### src/rtl/txr_pkg.sv
// Shared types for the transmit descriptor ring engine.
// Assumes: state codes are visible to software and must stay fixed.
package txr_pkg;
    typedef enum logic [1:0] {
        ST_OFF  = 2'd0,
        ST_RUN  = 2'd1,
        ST_IDLE = 2'd2,
        ST_HALT = 2'd3
    } txr_state_e;
endpackage

### src/rtl/txr_desc_mem.sv
// Descriptor ring storage: one write port for software, one
// asynchronous read port for the fetch logic.
// Assumes: software never rewrites a slot that is in flight.
module txr_desc_mem #(
    parameter int DEPTH = 8,
    parameter int DW    = 16
) (
    input  logic                     clk,
    input  logic                     wr_en,
    input  logic [$clog2(DEPTH)-1:0] wr_idx,
    input  logic [DW-1:0]            wr_word,
    input  logic [$clog2(DEPTH)-1:0] rd_idx,
    output logic [DW-1:0]            rd_word
);
    logic [DW-1:0] slots [DEPTH];

    // Store a descriptor written by software
    always_ff @(posedge clk) begin
        if (wr_en) slots[wr_idx] <= wr_word;
    end

    // Present the slot at the current index
    assign rd_word = slots[rd_idx];
endmodule

### src/rtl/txr_status.sv
// Holds the last-descriptor pointer and derives the state code.
// Assumes: the pointer is written only with lp_wr.
module txr_status #(
    parameter int DEPTH = 8
) (
    input  logic                     clk,
    input  logic                     rst_n,
    input  logic                     lp_wr,
    input  logic [$clog2(DEPTH)-1:0] lp_val,
    input  logic                     enable,
    input  logic                     suspend,
    input  logic                     busy,
    input  logic [$clog2(DEPTH)-1:0] cur_idx,
    output logic [$clog2(DEPTH)-1:0] last_idx,
    output logic [1:0]               state
);
    import txr_pkg::*;
    localparam int IW = $clog2(DEPTH);

    logic       pending;
    txr_state_e st;

    // Capture the pointer software advances
    always_ff @(posedge clk) begin
        if (!rst_n)     last_idx <= '0;
        else if (lp_wr) last_idx <= lp_val;
    end

    assign pending = (cur_idx != last_idx);

    // Encode the engine state; a transfer in flight always reads active
    always_comb begin
        if (busy)          st = ST_RUN;
        else if (!enable)  st = ST_OFF;
        else if (suspend)  st = pending ? ST_HALT : ST_IDLE;
        else if (pending)  st = ST_RUN;
        else               st = ST_IDLE;
    end

    assign state = st;
endmodule

### src/rtl/txr_engine.sv
// Fetch and beat engine: loads one descriptor at a time, splits its
// byte count into beats and retires it on the last accepted beat.
// Assumes: DEPTH is a power of two so index arithmetic wraps naturally.
module txr_engine #(
    parameter int DEPTH      = 8,
    parameter int BCW        = 12,
    parameter int BEAT_BYTES = 4
) (
    input  logic                             clk,
    input  logic                             rst_n,
    input  logic                             enable,
    input  logic                             suspend,
    input  logic                             loop_in,
    input  logic [$clog2(DEPTH)-1:0]         last_idx,
    input  logic [BCW+3:0]                   desc_word,
    output logic [$clog2(DEPTH)-1:0]         cur_idx,
    output logic                             busy,
    output logic                             rq_valid,
    input  logic                             rq_ready,
    output logic [$clog2(BEAT_BYTES+1)-1:0]  rq_bytes,
    output logic                             rq_sof,
    output logic                             rq_eof,
    output logic                             rq_loop,
    output logic                             done
);
    localparam int IW    = $clog2(DEPTH);
    localparam int BBW   = $clog2(BEAT_BYTES + 1);
    localparam int B_SOF = BCW;
    localparam int B_EOF = BCW + 1;
    localparam int B_IOC = BCW + 2;
    localparam int B_EOT = BCW + 3;

    logic [BCW-1:0] rem;
    logic           first;
    logic           d_sof, d_eof, d_ioc, d_eot, d_loop;
    logic [BBW-1:0] beat;
    logic           last_beat;
    logic           hs, fetch, retire;

    // Beat size: a one-byte beat needs no comparator
    generate
        if (BEAT_BYTES == 1) begin : g_unit
            assign beat      = BBW'(1);
            assign last_beat = (rem <= BCW'(1));
        end else begin : g_wide
            assign beat      = (rem > BCW'(BEAT_BYTES)) ? BBW'(BEAT_BYTES) : BBW'(rem);
            assign last_beat = (rem <= BCW'(BEAT_BYTES));
        end
    endgenerate

    assign hs     = rq_valid && rq_ready;
    assign fetch  = !busy && enable && !suspend && (cur_idx != last_idx);
    assign retire = busy && ((rem == '0) || (hs && last_beat));

    // Load, step and retire descriptors; raise completion a cycle later
    always_ff @(posedge clk) begin
        if (!rst_n) begin
            busy    <= 1'b0;
            rem     <= '0;
            first   <= 1'b0;
            d_sof   <= 1'b0;
            d_eof   <= 1'b0;
            d_ioc   <= 1'b0;
            d_eot   <= 1'b0;
            d_loop  <= 1'b0;
            cur_idx <= '0;
            done    <= 1'b0;
        end else begin
            done <= retire && d_ioc;
            if (fetch) begin
                busy   <= 1'b1;
                rem    <= desc_word[BCW-1:0];
                first  <= 1'b1;
                d_sof  <= desc_word[B_SOF];
                d_eof  <= desc_word[B_EOF];
                d_ioc  <= desc_word[B_IOC];
                d_eot  <= desc_word[B_EOT];
                d_loop <= loop_in;
            end else if (retire) begin
                busy    <= 1'b0;
                cur_idx <= d_eot ? '0 : cur_idx + IW'(1);
            end else if (hs) begin
                rem   <= rem - BCW'(beat);
                first <= 1'b0;
            end
        end
    end

    // Request outputs for the beat being offered
    assign rq_valid = busy && (rem != '0);
    assign rq_bytes = beat;
    assign rq_sof   = d_sof && first;
    assign rq_eof   = d_eof && last_beat;
    assign rq_loop  = d_loop;
endmodule

### src/rtl/txring_dma.sv
// Top of the transmit descriptor ring engine: ring storage, fetch and
// beat engine, pointer register and state encoder.
// Assumes: software keeps at most DEPTH-1 descriptors pending.
module txring_dma #(
    parameter int DEPTH      = 8,
    parameter int BCW        = 12,
    parameter int BEAT_BYTES = 4
) (
    input  logic                            clk,
    input  logic                            rst_n,
    input  logic                            dw_en,
    input  logic [$clog2(DEPTH)-1:0]        dw_idx,
    input  logic [BCW+3:0]                  dw_word,
    input  logic                            lp_wr,
    input  logic [$clog2(DEPTH)-1:0]        lp_val,
    input  logic                            ctl_enable,
    input  logic                            ctl_suspend,
    input  logic                            ctl_loop,
    output logic                            rq_valid,
    input  logic                            rq_ready,
    output logic [$clog2(BEAT_BYTES+1)-1:0] rq_bytes,
    output logic                            rq_sof,
    output logic                            rq_eof,
    output logic                            rq_loop,
    output logic [1:0]                      st_state,
    output logic [$clog2(DEPTH)-1:0]        st_cur_idx,
    output logic                            done_pulse
);
    localparam int IW = $clog2(DEPTH);
    localparam int DW = BCW + 4;

    logic [DW-1:0] cur_word;
    logic [IW-1:0] last_idx;
    logic          busy;

    txr_desc_mem #(.DEPTH(DEPTH), .DW(DW)) i_mem (
        .clk(clk), .wr_en(dw_en), .wr_idx(dw_idx), .wr_word(dw_word),
        .rd_idx(st_cur_idx), .rd_word(cur_word)
    );

    txr_engine #(.DEPTH(DEPTH), .BCW(BCW), .BEAT_BYTES(BEAT_BYTES)) i_eng (
        .clk(clk), .rst_n(rst_n), .enable(ctl_enable), .suspend(ctl_suspend),
        .loop_in(ctl_loop), .last_idx(last_idx), .desc_word(cur_word),
        .cur_idx(st_cur_idx), .busy(busy), .rq_valid(rq_valid),
        .rq_ready(rq_ready), .rq_bytes(rq_bytes), .rq_sof(rq_sof),
        .rq_eof(rq_eof), .rq_loop(rq_loop), .done(done_pulse)
    );

    txr_status #(.DEPTH(DEPTH)) i_stat (
        .clk(clk), .rst_n(rst_n), .lp_wr(lp_wr), .lp_val(lp_val),
        .enable(ctl_enable), .suspend(ctl_suspend), .busy(busy),
        .cur_idx(st_cur_idx), .last_idx(last_idx), .state(st_state)
    );
endmodule

### config.mk
export PLATFORM = sky130hd
export DESIGN_NAME = txring_dma
export DESIGN_NICKNAME = d
export VERILOG_FILES = /design/src/rtl/txr_pkg.sv /design/src/rtl/txr_desc_mem.sv /design/src/rtl/txr_status.sv /design/src/rtl/txr_engine.sv /design/src/rtl/txring_dma.sv
export SDC_FILE = /design/constraint.sdc
export NUM_CORES = 1
export LEC_CHECK = 0
export BUFFER_PORTS_ARGS = -buffer_cell sky130_fd_sc_hd__buf_2
export CORE_MARGIN = 4
export CORE_UTILIZATION = 40
export DETAILED_ROUTE_END_ITERATION = 10
export GPL_TIMING_DRIVEN = 0
export SLEW_MARGIN = 20
export SYNTH_ARGS = -nofsm -noshare
export SYNTH_HDL_FRONTEND = slang
export SYNTH_HIERARCHICAL = 1
export SYNTH_SLANG_ARGS = --single-unit
### constraint.sdc
create_clock -name clk -period 3.78 [get_ports clk]
set_input_delay 0.189 -clock clk [delete_from_list [all_inputs] [get_ports clk]]
set_output_delay 0.189 -clock clk [all_outputs]
set_load 0.02 [all_outputs]
==> qor.csv <==
metric,value,unit
nets@finish,488,
TritonRoute pass-1 iters,4,
Max-Cap Viols,0,
DR vias/cell,5.34,
Critical Setup Path Class,reg -> reg,
initial antenna violation count,0,
CTS tree,built,
Routed WL,13400,um
Clock Path Buffers,2,
Synth warnings,6,
setup bufs post-CTS,0,
Max Freq,343,MHz
Max Transition Viols Final,0,
TritonCTS buffer count,17,
"CTS clk-pin slew, worst paths",0.06,ns
Crit. End Element,flop,
"Area growth, synth to finish",18.3,%
Post-Syn Area per Cell,16.8,um^2
post-synth cell types,54,
largest net degree at the start of global routing,17,
synthesis-stage register bit count,154,
Post-synth EDFFs,128,
Die ar.,18300,um^2
Worst-Skew Late Latency,0.42,ns
"top cells by area, synth","edfxtp_1 (59%), mux4_1 (11%), dfxtp_1 (8.0%), mux2_2 (3.0%), mux4_2 (1.4%)",
Final Wtd Congestion,0.846,
"area leader, netlist",edfxtp_1,
final worst-path cycle share,77.1,%
Worst Setup Start Kind,flop,
Sink Count,154,
Worst Path Required,4.11,ns
drt drc,0,
layout cell share with drive strength beyond 1,26.5,%
hold_buf cts,0,
Sum Neg Setup Slack,0,ns
total global routing overflow,0,
n_diodes,0,
Lkg Pwr,2.59,nW
endpoints failing hold,0,
Rel. slew slack,52.3,%
vias in the first global route,3692,
final non-filler cell total,684,
Tightest Pin Transition,0.715,ns
Post-synth ARST share,0,%
Setup-failing EPs final,0,
top fanout value on the critical path,6,
Starting Density,40.8,%
I/O pins,43,
vias post-DR,3650,
min Tclk post-route,2.92,ns
Mapped Cells,385,
Die H,135,um
CP arrival,3.24,ns
H-tree Lvls,4,
post-cts sizing count,0,
worst vdd ir,366,uV
register area share after synthesis,67.4,%
"Top FF cell, synth",edfxtp_1,
DRT iter0 DRCs,268,
gr usage total,15.5,%
top cell type's share of synthesized area,59.3,%
Core ar.,15900,um^2
Power Dens Cells,501,nW/um^2
clk root buf,clkbuf_16,
status,"complete, no violations",
width of the die,135,um
skew final,0.0128,ns
first-pass GRT wire length,21200,um
Placed Cells,653,
Routed Antenna Nets,0,
synthesized area,6480,um^2
RSZ-0062 raised after global routing,false,
PortBufs,42,
routed length per instance,19.6,um
Detail Placement HPWL,9140,um
Synth Net Count,417,
row count,46,
worst hold path class,in -> reg,
## flip-flops by register name (all words and copies together) (netlist names)
register	flops
i_eng/done	1
i_eng/d_eof	1
i_stat/last_idx	3
i_eng/first	1
i_eng/cur_idx	3
i_eng/busy	1
i_eng/rq_loop	1
i_eng/d_eot	1
i_eng/d_sof	1
i_eng/rem	12
i_mem/slots	128
i_eng/d_ioc	1
## cells in the final DEF (no fill, tap or decap), types with 3 or more instances in the layout
master and instances:
o31ai_1 3, buf_1 3, nand4_1 8, nor3_1 8, buf_2 43, dfxtp_1 26, nand2b_1 4, clkbuf_16 17
clkbuf_1 10, mux2_2 17, xor2_1 3, a31oi_1 4, nor2_1 12, xnor2_1 3, buf_8 4, clkinv_2 3
mux2i_1 4, nand2_1 20, edfxtp_1 128, nor2b_1 5, a21oi_1 16, mux4_2 4, nor2_2 6, o21ai_0 11
mux4_1 28, buf_6 7, inv_1 9, and2_1 5, buf_4 4
## logic make-up (layout without fill, tap and decap cells)
| family | count (synthesis) | count (layout) | share of synthesized area [%] |
|---|---|---|---|
| other | 1 | 1 | 0.0579 |
| AND/OR/NAND/NOR | 85 | 85 | 6.89 |
| adder cells (fa/ha/maj) | 4 | 4 | 0.695 |
| AO/OA/AOI/OAI | 55 | 55 | 5.74 |
| multiplexers | 53 | 53 | 16.3 |
| flip-flops | 154 | 154 | 67.4 |
| XOR/XNOR | 6 | 6 | 0.811 |
| buffers and inverters | 27 | 110 | 2.12 |
## per-stage QoR
step	setup WS, ns	util (%)	hold slack [ns]	power, mW	area (um^2)
4_1_cts	0.892	48.2	0.00335	3.87	7660
5_1_grt	0.726	48.2	0.0187	3.98	7660
6_report	0.865	48.2	0.0324	3.84	7660
3_3_place_gp	0.690	43.8	0.436	2.25	6960
2_1_floorplan	1.21	-	0.288	2.15	6480
3_5_place_dp	0.911	44.7	0.443	2.27	7100
## report_power, final
part,internal (mW),leakage [nW],switching [mW],total [mW]
clock,0.964,0.268,0.639,1.60
combinational,0.125,0.948,0.185,0.310
sequential,1.90,1.37,0.0252,1.92
total,2.99,2.59,0.849,3.84
## worst paths after layout
kind	start	endpoint	slack [ns]	cells past startpoint
setup / recovery	i_eng/rem[7]	i_eng/rem[8]	0.86	9
hold / removal	ctl_loop	i_eng/rq_loop	0.03	3
setup reg to reg	i_eng/rem[7]	i_eng/rem[8]	0.86	9
hold reg to reg	i_eng/d_ioc	i_eng/done	0.46	2
## layer usage
metal / GRT usage, % / vias to the layer above / wire length [um]
met3: 3.83 / 11 / 589
met4: 4.87 / 0 / 140
li1: - / 1710 / -
met5: 0 / - / 0
met1: 22.0 / 1832 / 6340
met2: 23.8 / 97 / 6360
## Yosys cell counts, types with 2 or more instances
cell type,instances
inv_1,9
buf_6,4
or4_4,2
nor3_1,10
buf_1,3
nand2_1,20
a41oi_1,2
xnor2_1,3
xor2_1,3
mux4_1,28
a31oi_1,4
or3_2,2
nor2_1,18
or4_1,2
a21oi_1,16
dfxtp_1,26
maj3_1,2
nor2b_1,5
a31o_1,2
nor3b_1,2
and2_1,5
mux2_2,17
clkbuf_1,8
o31ai_1,4
mux2i_1,4
a211oi_1,2
o21ai_0,11
or2_2,2
edfxtp_1,128
o311ai_0,2
ha_1,2
nand4_1,8
nand2b_1,4
mux4_2,4
o41ai_1,2
## area by class of cell
cell class	count	area, um^2
fillers	1378	8220
flip-flops and latches	154	4360
multi-input cells	204	2010
clock buffers	19	433
repair buffers	52	327
well taps	216	270
clock inverters	12	124
plain buffers	18	104
inverters	9	33.8
## worst max-delay path, stage by stage (launching register included)
cell and delay [ns]:
dfxtp_1 0.35, or4_4 0.58, or4_1 0.50, buf_2 0.18
nand2_1 0.07, ha_1 0.25, o21ai_0 0.18, and4b_1 0.32
a31o_1 0.22, a31oi_1 0.17
(Power assumes the default switching activity.)
